<file path="config.mk">
export PLATFORM = sky130hd
export DESIGN_NAME = irq_chain_ctrl
export DESIGN_NICKNAME = d
export VERILOG_FILES = /design/src/rtl/irq_chain_pkg.sv /design/src/rtl/irq_rst_sync.sv /design/src/rtl/irq_cycle_mon.sv /design/src/rtl/irq_port_slot.sv /design/src/rtl/irq_chain_ctrl.sv
export SDC_FILE = /design/constraint.sdc
export NUM_CORES = 1
export LEC_CHECK = 0
export ABC_AREA = 0
export CORE_UTILIZATION = 35
export CTS_BUF_LIST = sky130_fd_sc_hd__clkbuf_4 sky130_fd_sc_hd__clkbuf_8
export DETAILED_ROUTE_END_ITERATION = 16
export PLACE_DENSITY = 0.59
export SKIP_LAST_GASP = 1
export SYNTH_ARGS = -nofsm -noshare
export SYNTH_HDL_FRONTEND = slang
export SYNTH_SLANG_ARGS = --single-unit
</file>
<file path="constraint.sdc">
create_clock -name clk -period 2.4 [get_ports clk]
set_input_delay 0.36 -clock clk [delete_from_list [all_inputs] [get_ports clk]]
set_output_delay 0.36 -clock clk [all_outputs]
set_load 0.05 [all_outputs]
</file>
<file path="src/rtl/irq_chain_pkg.sv">
package irq_chain_pkg;

  localparam logic [7:0] OP_PREFIX_ED = 8'hED;
  localparam logic [7:0] OP_RETURN_4D = 8'h4D;
  localparam logic [3:0] CTL_INT_NIB  = 4'b0111;

  typedef struct packed {
    logic ack;
    logic ack_start;
    logic ack_end;
    logic fetch_end;
    logic reti;
    logic ed_seen;
  } cyc_evt_t;

endpackage

</file>
<file path="src/rtl/irq_rst_sync.sv">
module irq_rst_sync (
  input  logic clk,
  input  logic rst_n,
  output logic rst_sync_n
);

  logic [1:0] sync_q;

  always_ff @(posedge clk or negedge rst_n) begin
    if (!rst_n) sync_q <= 2'b00;
    else        sync_q <= {sync_q[0], 1'b1};
  end

  assign rst_sync_n = sync_q[1];

endmodule

</file>
<file path="src/rtl/irq_cycle_mon.sv">
module irq_cycle_mon
  import irq_chain_pkg::*;
#(
  parameter int DW = 8
) (
  input  logic          clk,
  input  logic          rst_n,
  input  logic          m1_n,
  input  logic          iorq_n,
  input  logic [DW-1:0] cpu_data,
  output cyc_evt_t      evt
);

  logic          m1_q, m1_d;
  logic          ack_q, ack_d;
  logic          had_ack_q, had_ack_d;
  logic [DW-1:0] op_q, op_d;
  logic          ed_q, ed_d;

  logic ack, m1_low, m1_end, fetch_end;

  // Decode of the current bus cycle
  always_comb begin
    m1_low    = ~m1_n;
    ack       = m1_low & ~iorq_n;
    m1_end    = m1_q & ~m1_low;
    fetch_end = m1_end & ~had_ack_q;
  end

  // Next state
  always_comb begin
    m1_d      = m1_low;
    ack_d     = ack;
    had_ack_d = m1_low ? (had_ack_q | ack) : 1'b0;
    op_d      = (m1_low & iorq_n) ? cpu_data : op_q;
    ed_d      = ed_q;
    if (fetch_end) ed_d = (op_q[7:0] == OP_PREFIX_ED);
  end

  always_ff @(posedge clk or negedge rst_n) begin
    if (!rst_n) begin
      m1_q      <= 1'b0;
      ack_q     <= 1'b0;
      had_ack_q <= 1'b0;
      op_q      <= '0;
      ed_q      <= 1'b0;
    end else begin
      m1_q      <= m1_d;
      ack_q     <= ack_d;
      had_ack_q <= had_ack_d;
      op_q      <= op_d;
      ed_q      <= ed_d;
    end
  end

  always_comb begin
    evt.ack       = ack;
    evt.ack_start = ack & ~ack_q;
    evt.ack_end   = ~ack & ack_q;
    evt.fetch_end = fetch_end;
    evt.reti      = fetch_end & ed_q & (op_q[7:0] == OP_RETURN_4D);
    evt.ed_seen   = ed_q;
  end

endmodule

</file>
<file path="src/rtl/irq_port_slot.sv">
module irq_port_slot
  import irq_chain_pkg::*;
#(
  parameter int DW = 8
) (
  input  logic          clk,
  input  logic          rst_n,
  input  logic          iei,
  input  logic          req,
  input  logic          ctl_wr,
  input  logic [DW-1:0] wdata,
  input  cyc_evt_t      evt,
  output logic          ieo,
  output logic          irq,
  output logic          drive,
  output logic          gnt,
  output logic [DW-1:0] vec
);

  logic [DW-2:0] vec_hi_q, vec_hi_d;
  logic          en_q, en_d;
  logic          stage_q, stage_d;
  logic          upd_q, upd_d;
  logic          pend_q, pend_d;
  logic          serv_q, serv_d;
  logic          gnt_q, gnt_d;
  logic          active, win;

  always_comb begin
    active = pend_q & en_q;
    win    = evt.ack_start & iei & active & ~serv_q & ~gnt_q;
  end

  // Next state
  always_comb begin
    vec_hi_d = vec_hi_q;
    en_d     = en_q;
    stage_d  = stage_q;
    upd_d    = upd_q;
    pend_d   = pend_q;
    serv_d   = serv_q;
    gnt_d    = gnt_q;

    if (ctl_wr && !wdata[0]) vec_hi_d = wdata[DW-1:1];

    if (evt.fetch_end && upd_q) begin
      en_d  = stage_q;
      upd_d = 1'b0;
    end
    if (ctl_wr && (wdata[3:0] == CTL_INT_NIB)) begin
      stage_d = wdata[DW-1];
      upd_d   = 1'b1;
    end

    if (win)         gnt_d = 1'b1;
    if (evt.ack_end) gnt_d = 1'b0;

    if (evt.ack_end && gnt_q) pend_d = 1'b0;
    if (req)                  pend_d = 1'b1;

    if (evt.reti && iei)      serv_d = 1'b0;
    if (evt.ack_end && gnt_q) serv_d = 1'b1;
  end

  always_ff @(posedge clk or negedge rst_n) begin
    if (!rst_n) begin
      vec_hi_q <= '0;
      en_q     <= 1'b0;
      stage_q  <= 1'b0;
      upd_q    <= 1'b0;
      pend_q   <= 1'b0;
      serv_q   <= 1'b0;
      gnt_q    <= 1'b0;
    end else begin
      vec_hi_q <= vec_hi_d;
      en_q     <= en_d;
      stage_q  <= stage_d;
      upd_q    <= upd_d;
      pend_q   <= pend_d;
      serv_q   <= serv_d;
      gnt_q    <= gnt_d;
    end
  end

  // Chain and bus outputs
  always_comb begin
    ieo   = iei & ~serv_q & ~(active & (evt.ack | evt.ed_seen));
    irq   = iei & active & ~serv_q;
    drive = gnt_q & evt.ack;
    gnt   = gnt_q;
    vec   = {vec_hi_q, 1'b0};
  end

endmodule

</file>
<file path="src/rtl/irq_chain_ctrl.sv">
module irq_chain_ctrl
  import irq_chain_pkg::*;
#(
  parameter int NPORTS = 2,
  parameter int DW     = 8
) (
  input  logic              clk,
  input  logic              rst_n,
  input  logic              m1_n,
  input  logic              iorq_n,
  input  logic [DW-1:0]     cpu_data,
  input  logic [NPORTS-1:0] ctl_wr,
  input  logic [NPORTS-1:0] req,
  input  logic              iei,
  output logic              ieo,
  output logic              int_n,
  output logic              vec_oe,
  output logic [DW-1:0]     vec_data
);

  logic              rst_sync_n;
  cyc_evt_t          evt;
  logic [NPORTS:0]   chain;
  logic [NPORTS-1:0] irq_v, drive_v, gnt;
  logic [DW-1:0]     vec_v [NPORTS];

  irq_rst_sync u_rst (
    .clk        (clk),
    .rst_n      (rst_n),
    .rst_sync_n (rst_sync_n)
  );

  irq_cycle_mon #(.DW(DW)) u_mon (
    .clk      (clk),
    .rst_n    (rst_sync_n),
    .m1_n     (m1_n),
    .iorq_n   (iorq_n),
    .cpu_data (cpu_data),
    .evt      (evt)
  );

  assign chain[0] = iei;

  for (genvar i = 0; i < NPORTS; i++) begin : g_slot
    irq_port_slot #(.DW(DW)) u_slot (
      .clk    (clk),
      .rst_n  (rst_sync_n),
      .iei    (chain[i]),
      .req    (req[i]),
      .ctl_wr (ctl_wr[i]),
      .wdata  (cpu_data),
      .evt    (evt),
      .ieo    (chain[i+1]),
      .irq    (irq_v[i]),
      .drive  (drive_v[i]),
      .gnt    (gnt[i]),
      .vec    (vec_v[i])
    );
  end

  always_comb begin
    vec_data = '0;
    for (int i = 0; i < NPORTS; i++)
      if (drive_v[i]) vec_data = vec_data | vec_v[i];
  end

  assign ieo    = chain[NPORTS];
  assign int_n  = ~|irq_v;
  assign vec_oe = |drive_v;

endmodule

</file>
==> results.md, run 1 <==
- Horiz. Die Dim: 72.4 um
- Post-Synthesis Net Count: 159
- Cell at the slowest stage of the critical path: sky130_fd_sc_hd__clkdlybuf4s50_1
- DPL Wire Length: 2.46 mm
- Maximum ir drop on the vdd rail: 0.000425 V
- Static Leakage: 0.952 nW
- Number of synthesized flops with an enable pin: 0
- Port buffer count: 26
- CTS clk-pin slew, worst paths: 0.07 ns
- Fmax: 0.448 GHz
- Placement-stage worst setup slack: 0.0579 ns
- Number of inserted filler cells in the final layout: 443
- Number of placement rows: 25
- Timing endpoint of the critical path: ieo
- Total inserted antenna cells: 0
- Number of buffers inserted to repair setup after CTS: 0
- Critical path class: in2out
- Depth of the worst register-to-register path: 3
- Final Instance Area: 0.00226 sq mm
- Clock root buffer master: sky130_fd_sc_hd__clkbuf_8
- Arrival time at the worst endpoint: 1.87 ns
- Unrepaired setup endpoints after global routing: no
- Area contributors post-synth: sky130_fd_sc_hd__dfrtp_1, sky130_fd_sc_hd__mux2_2, sky130_fd_sc_hd__nand2_1, sky130_fd_sc_hd__a22oi_1, sky130_fd_sc_hd__nor2_1
- Number of warnings printed during yosys synthesis: 0
- Number of levels the H-tree was split into: 2
- Cell type with the largest total area after synthesis: sky130_fd_sc_hd__dfrtp_1
- Number of nets with antenna violations after routing: 0
- Sequential-to-total area share from yosys stat: 57.7%
- First-pass GRT wire length: 5.62 mm
- Drt drc: 0
- Wire length per cell after detailed routing: 14.2 um
- Sum of negative setup slack: 0 ns
- Register area: 0.00100 sq mm
- Cell count after synthesis: 142
- Clock latency of the later-clocked register in the worst-skew pair: 0.29 ns
- Fraction of layout cells with a size suffix above 1: 30.1%
- Critical register-to-register path endpoint: g_slot[1].u_slot.serv_q
- Iteration count of the initial detailed-routing pass: 4
- Setup Viol. Count Final: 0
- Total via count in the routed design: 1160
- Overall die height: 72.4 um
- Largest fanout on the critical path: 13
- Post-place instance area: 0.00216 sq mm
- Critical path data required time: 2.04 ns
- Worst Hold Margin: 0.230 ns
- Time the final worst path needs with I/O delays and setup: 2.23 ns
- GRT met3 Usage: 4.58%
- DIE AREA: 0.00524 sq mm
- FF-to-FF Start: u_mon.had_ack_q
- Clock Skews: 0.00881 ns
- TritonCTS buffer count: 5
- Multi-input gate area in the final layout: 687 sq um
- Met2 GRT Util: 23.5%
- Number of global-route vias before repair: 1195
- Synthesized area divided by synthesized cell count: 12.2 sq um
- Crit end category: output port
- Routability cong.: 0.751
- Flip-flop cell with the highest count after synthesis: sky130_fd_sc_hd__dfrtp_1
- Total detailed-routing wirelength: 3.40 mm
- Clk buf depth: 2
- Synth top area share: 57.7%
- Launching element type of the critical path: primary input
- Number of stages on the worst setup path: 6
- Final worst setup slack: 0.168 ns
- Number of endpoints with negative hold slack in the final report: 0
- Largest net degree at the start of global routing: 39
- Period utilization: 93.0%
- Final #Nets: 189
- Top-Level Pins: 28
- Number of antenna violations at the first check in global routing: 0
- CTS tree: done
- Critical path origin: m1_n
- Cell area after technology mapping: 0.00174 sq mm
- Clock sink count: 40
- CP Buf/Inv Count: 3
- DR iter-0 viols: 52
- Result of the run: finished, final reports clean
- Delay-heaviest family, CP: buffers and inverters
- Min-delay worst type: in2async
- Number of storage elements in the synthesis netlist: 40
- Total power per unit cell area: 801 mW/mm^2
- Async set-reset flop share out of synthesis: 100%
- Met1 GRT Util: 18.6%
- Routing layer with the top usage in global route: met2
- Max-capacitance violation count: 0
- Core Region: 0.00475 sq mm
- Area overhead of the layout relative to synthesis: 30.4%
- Slowest stage delay, CP: 0.59 ns
- Overall track demand over capacity in global routing: 14.9%
- Number of distinct library cells after synthesis: 33
- Final global-route overflow total: 0
- Starting density of the core: 36.5%
- Slew Limit Fails: 0
- Crit path cell chain: clkdlybuf4s50_1 > or2_4 > inv_2 > a2bb2oi_1 > nor3b_2 > buf_12
- Reg2reg setup slack: 1.06 ns
- Detailed-route vias per instance: 4.83
-- cells in the final DEF, fill, tap and decap left out, types with 2 or more instances in the layout --
cell type	instances
sky130_fd_sc_hd__dfrtp_1	40
sky130_fd_sc_hd__nand2_1	15
sky130_fd_sc_hd__buf_4	5
sky130_fd_sc_hd__inv_1	3
sky130_fd_sc_hd__mux2_1	2
sky130_fd_sc_hd__clkdlybuf4s50_1	16
sky130_fd_sc_hd__nor2b_1	4
sky130_fd_sc_hd__o21ai_0	3
sky130_fd_sc_hd__a21o_1	3
sky130_fd_sc_hd__mux2_2	24
sky130_fd_sc_hd__clkbuf_8	6
sky130_fd_sc_hd__buf_12	9
sky130_fd_sc_hd__clkbuf_4	2
sky130_fd_sc_hd__conb_1	2
sky130_fd_sc_hd__a31oi_1	4
sky130_fd_sc_hd__nor2_1	9
sky130_fd_sc_hd__a22oi_1	7
sky130_fd_sc_hd__nand3_1	2
-- cell type report --
cell class / instances / area share (%)
clock buffer: 8 / 4.31
multi-input combinational: 91 / 30.4
sequential: 40 / 44.2
timing repair buffer: 30 / 16.7
inverter: 4 / 0.664
tap: 67 / 3.71
-- synth_stat cells, types with 2 or more instances --
library cell / number
sky130_fd_sc_hd__conb_1: 2
sky130_fd_sc_hd__mux2_1: 2
sky130_fd_sc_hd__a22oi_1: 7
sky130_fd_sc_hd__inv_1: 3
sky130_fd_sc_hd__nand3_1: 2
sky130_fd_sc_hd__a31oi_1: 4
sky130_fd_sc_hd__mux2_2: 24
sky130_fd_sc_hd__buf_4: 2
sky130_fd_sc_hd__buf_2: 3
sky130_fd_sc_hd__o21ai_0: 3
sky130_fd_sc_hd__clkbuf_1: 2
sky130_fd_sc_hd__nand2_1: 15
sky130_fd_sc_hd__nor2b_1: 4
sky130_fd_sc_hd__nor2_1: 9
sky130_fd_sc_hd__a21o_1: 3
sky130_fd_sc_hd__dfrtp_1: 40
-- metal layers --
metal | part of all wire, % | vias to the layer above
met5 | 0 | -
met4 | 1.9 | 0
met1 | 45 | 573
met2 | 48 | 24
li1 | - | 556
met3 | 4.6 | 7
-- worst min path at each step --
stage / startpoint / endpoint / slack (ns)
floorplan: rst_n / u_rst.sync_q[0] / 0.06
global placement: u_rst.sync_q[1] / u_mon.op_q[0] / 0.30
detailed placement: u_rst.sync_q[1] / u_mon.op_q[3] / 0.31
CTS: rst_n / u_rst.sync_q[0] / 0.22
global route: rst_n / u_rst.sync_q[1] / 0.22
finish: rst_n / u_rst.sync_q[0] / 0.23
-- registers in the layout, summed over array words and instances, names as in the netlist --
signal	count
g_slot.u_slot.gnt	2
u_mon.ed_q	1
u_mon.had_ack_q	1
g_slot.u_slot.serv_q	2
u_mon.op_q	8
g_slot.u_slot.upd_q	2
g_slot.u_slot.en_q	2
u_mon.m1_q	1
g_slot.u_slot.stage_q	2
g_slot.u_slot.vec_hi_q	14
u_mon.ack_q	1
u_rst.sync_q	2
g_slot.u_slot.pend_q	2
-- per-stage QoR --
| step | total power [mW] | instances | utilization [%] |
|---|---|---|---|
| after CTS | 1.83 | 240 | 47.5 |
| after detailed placement | 1.35 | 232 | 45.4 |
| after floorplan | 1.16 | 142 | - |
| after global routing | 1.91 | 240 | 47.6 |
| final | 1.81 | 240 | 47.6 |
| after global placement | 1.33 | 232 | 45.4 |
-- where the power goes --
part | switching, mW | internal, mW
combinational | 0.228 | 0.226
sequential | 0.0959 | 0.784
clock | 0.221 | 0.257
total | 0.544 | 1.27
-- kinds of logic (layout without fill, tap and decap cells) --
logic type | Yosys count | in the layout | share of synthesized area [%]
compound gates | 21 | 21 | 8.87
buf+inv | 11 | 42 | 3.03
flops | 40 | 40 | 57.7
mux | 26 | 26 | 16.9
other cells | 2 | 2 | 0.433
simple gates | 42 | 42 | 13.1
-- timing repair --
item	4_1_cts	5_1_grt
setup endpoints to repair	0	1
resized for setup	0	1
hold buffers	0	0
Note: power is estimated with default switching activity, not from simulation.
==> run 2, diff against run 1 <==
CAP_MARGIN = 10   (was not set)
==> results of run 2 <==
Final layout, timing and power as in run 1 (identical DEF).
==> run 3, diff against run 2 <==
PLACE_DENSITY = 0.53   (was 0.59)
==> run 3 against run 2 <==
Net effect: non-clock buffer count unchanged; combinational power down 1%; cell area down 0.22%; total power down 0.20%; die area unchanged; routed wire length up 1.9%; critical path type unchanged.
==> results.md, run 3 (synthesis results as in run 1) <==
- Resized cells post-CTS: 0
- Leading cell type in the layout, fill and taps excluded: sky130_fd_sc_hd__dfrtp_1
- Launching element type of the critical path: primary input
- Slew Limit Fails: 0
- DR iter-0 viols: 37
- Crit end category: output port
- Clock root buffer master: sky130_fd_sc_hd__clkbuf_8
- Overall die height: 72.4 um
- Number of nets with antenna violations after routing: 0
- Routability cong.: 0.790
- CTS clk-pin slew, worst paths: 0.07 ns
- Biggest regs: g_slot.u_slot.vec_hi_q x14, u_mon.op_q x8
- Clock latency of the later-clocked register in the worst-skew pair: 0.29 ns
- Min-delay worst type: in2async
- Clock Skews: 0.00313 ns
- Final global-route overflow total: 0
- Drt drc: 0
- Final #Nets: 189
- Number of inserted filler cells in the final layout: 437
- Register with the highest flop count: g_slot.u_slot.vec_hi_q
- Reg2reg setup slack: 1.03 ns
- First-pass GRT wire length: 6.09 mm
- Detailed-route vias per instance: 4.98
- DPL Wire Length: 2.45 mm
- Number of levels the H-tree was split into: 2
- DIE AREA: 0.00524 sq mm
- Maximum ir drop on the vdd rail: 0.000274 V
- Placement-stage worst setup slack: 0.0986 ns
- Wire length per cell after detailed routing: 14.4 um
- Arrival time at the worst endpoint: 1.94 ns
- Horiz. Die Dim: 72.4 um
- Critical register-to-register path endpoint: g_slot[1].u_slot.serv_q
- Sum of negative setup slack: 0 ns
- Starting density of the core: 36.5%
- Setup Viol. Count Final: 0
- Clk buf depth: 2
- Total via count in the routed design: 1194
- CTS tree: done
- Leading cell types in the layout, fill and taps excluded: sky130_fd_sc_hd__dfrtp_1, sky130_fd_sc_hd__mux2_2, sky130_fd_sc_hd__clkdlybuf4s50_1
- Core Region: 0.00475 sq mm
- Number of placed cells counting well taps: 232
- Critical path class: in2out
- Fraction of layout cells with a size suffix above 1: 29.5%
- Worst Hold Margin: 0.226 ns
- CP Buf/Inv Count: 3
- Result of the run: finished, final reports clean
- Max-capacitance violation count: 0
- Time the final worst path needs with I/O delays and setup: 2.30 ns
- Unrepaired setup endpoints after global routing: no
- Number of placement rows: 25
- Number of endpoints with negative hold slack in the final report: 0
- Delay-heaviest family, CP: buffers and inverters
- Hold buffer count at CTS: 0
- Number of antenna violations at the first check in global routing: 0
- Cell at the slowest stage of the critical path: sky130_fd_sc_hd__clkdlybuf4s50_1
- Number of buffers inserted to repair setup after CTS: 0
- Static Leakage: 0.949 nW
- FF-to-FF Start: u_mon.had_ack_q
- Final standard cell count with taps included and fillers excluded: 240
- Final worst setup slack: 0.101 ns
- Critical path data required time: 2.04 ns
- Overall track demand over capacity in global routing: 15.7%
- Area overhead of the layout relative to synthesis: 30.1%
- Largest net degree at the start of global routing: 39
- Depth of the worst register-to-register path: 3
- TritonCTS buffer count: 5
- Iteration count of the initial detailed-routing pass: 4
- Largest fanout on the critical path: 13
- Port buffer count: 26
- Crit path cell chain: clkdlybuf4s50_1 > or2_4 > inv_2 > a2bb2oi_1 > nor3b_1 > buf_12
- Total inserted antenna cells: 0
- Clock sink count: 40
- Number of global-route vias before repair: 1246
- Top-Level Pins: 28
- Period utilization: 95.8%
- Max FFs per register: 14
- Fmax: 0.435 GHz
- Total power per unit cell area: 801 mW/mm^2
- Slowest stage delay, CP: 0.57 ns
- Total power: 1.81 mW
- Total detailed-routing wirelength: 3.46 mm
==> run 3: worst max-delay path by stage <==
| stage | startpoint | to | slack [ns] | cells after the start |
|---|---|---|---|---|
| 5_1_grt | m1_n | ieo | 0.01 | 6 |
| 6_report | m1_n | ieo | 0.10 | 6 |
| 4_1_cts | m1_n | ieo | 0.08 | 6 |
| 3_5_place_dp | m1_n | ieo | 0.1 | 6 |
| 2_1_floorplan | m1_n | ieo | 0.24 | 4 |
| 3_3_place_gp | m1_n | ieo | 0.14 | 6 |
==> run 3: cell type report <==
cell class | count | area (sq um) | area share (%)
Tap cell | 67 | 83.8 | 3.71
Clock buffer | 8 | 97.6 | 4.32
Inverter | 4 | 15.0 | 0.665
Multi-Input combinational cell | 91 | 682 | 30.2
Sequential cell | 40 | 1000 | 44.3
Timing Repair Buffer | 30 | 378 | 16.7
==> run 3: report_power, final <==
group          internal [mW]  leakage (nW)  switching [mW]  total (mW)
registers              0.784         0.479          0.0973       0.881
logic                  0.224         0.417           0.224       0.448
clock network          0.257        0.0523           0.221       0.478
==> run 3: per-layer routing <==
layer,part of all wire (%),global-route usage [%]
met5,0,0
met4,2.0,8.50
met3,4.4,3.75
met2,47,23.6
met1,46,20.9
==> run 3: worst register-to-register path: cells and delay by family (launching register included) <==
kind	cells	cell delay, ns
simple gates	2	0.65
compound gates	1	0.17
flops	1	0.40
==> run 3: metrics by stage <==
step / utilization, % / instance area [sq um]
2_1_floorplan: - / 1740
3_3_place_gp: 45.4 / 2160
3_5_place_dp: 45.4 / 2160
4_1_cts: 47.5 / 2260
5_1_grt: 47.5 / 2260
6_report: 47.5 / 2260
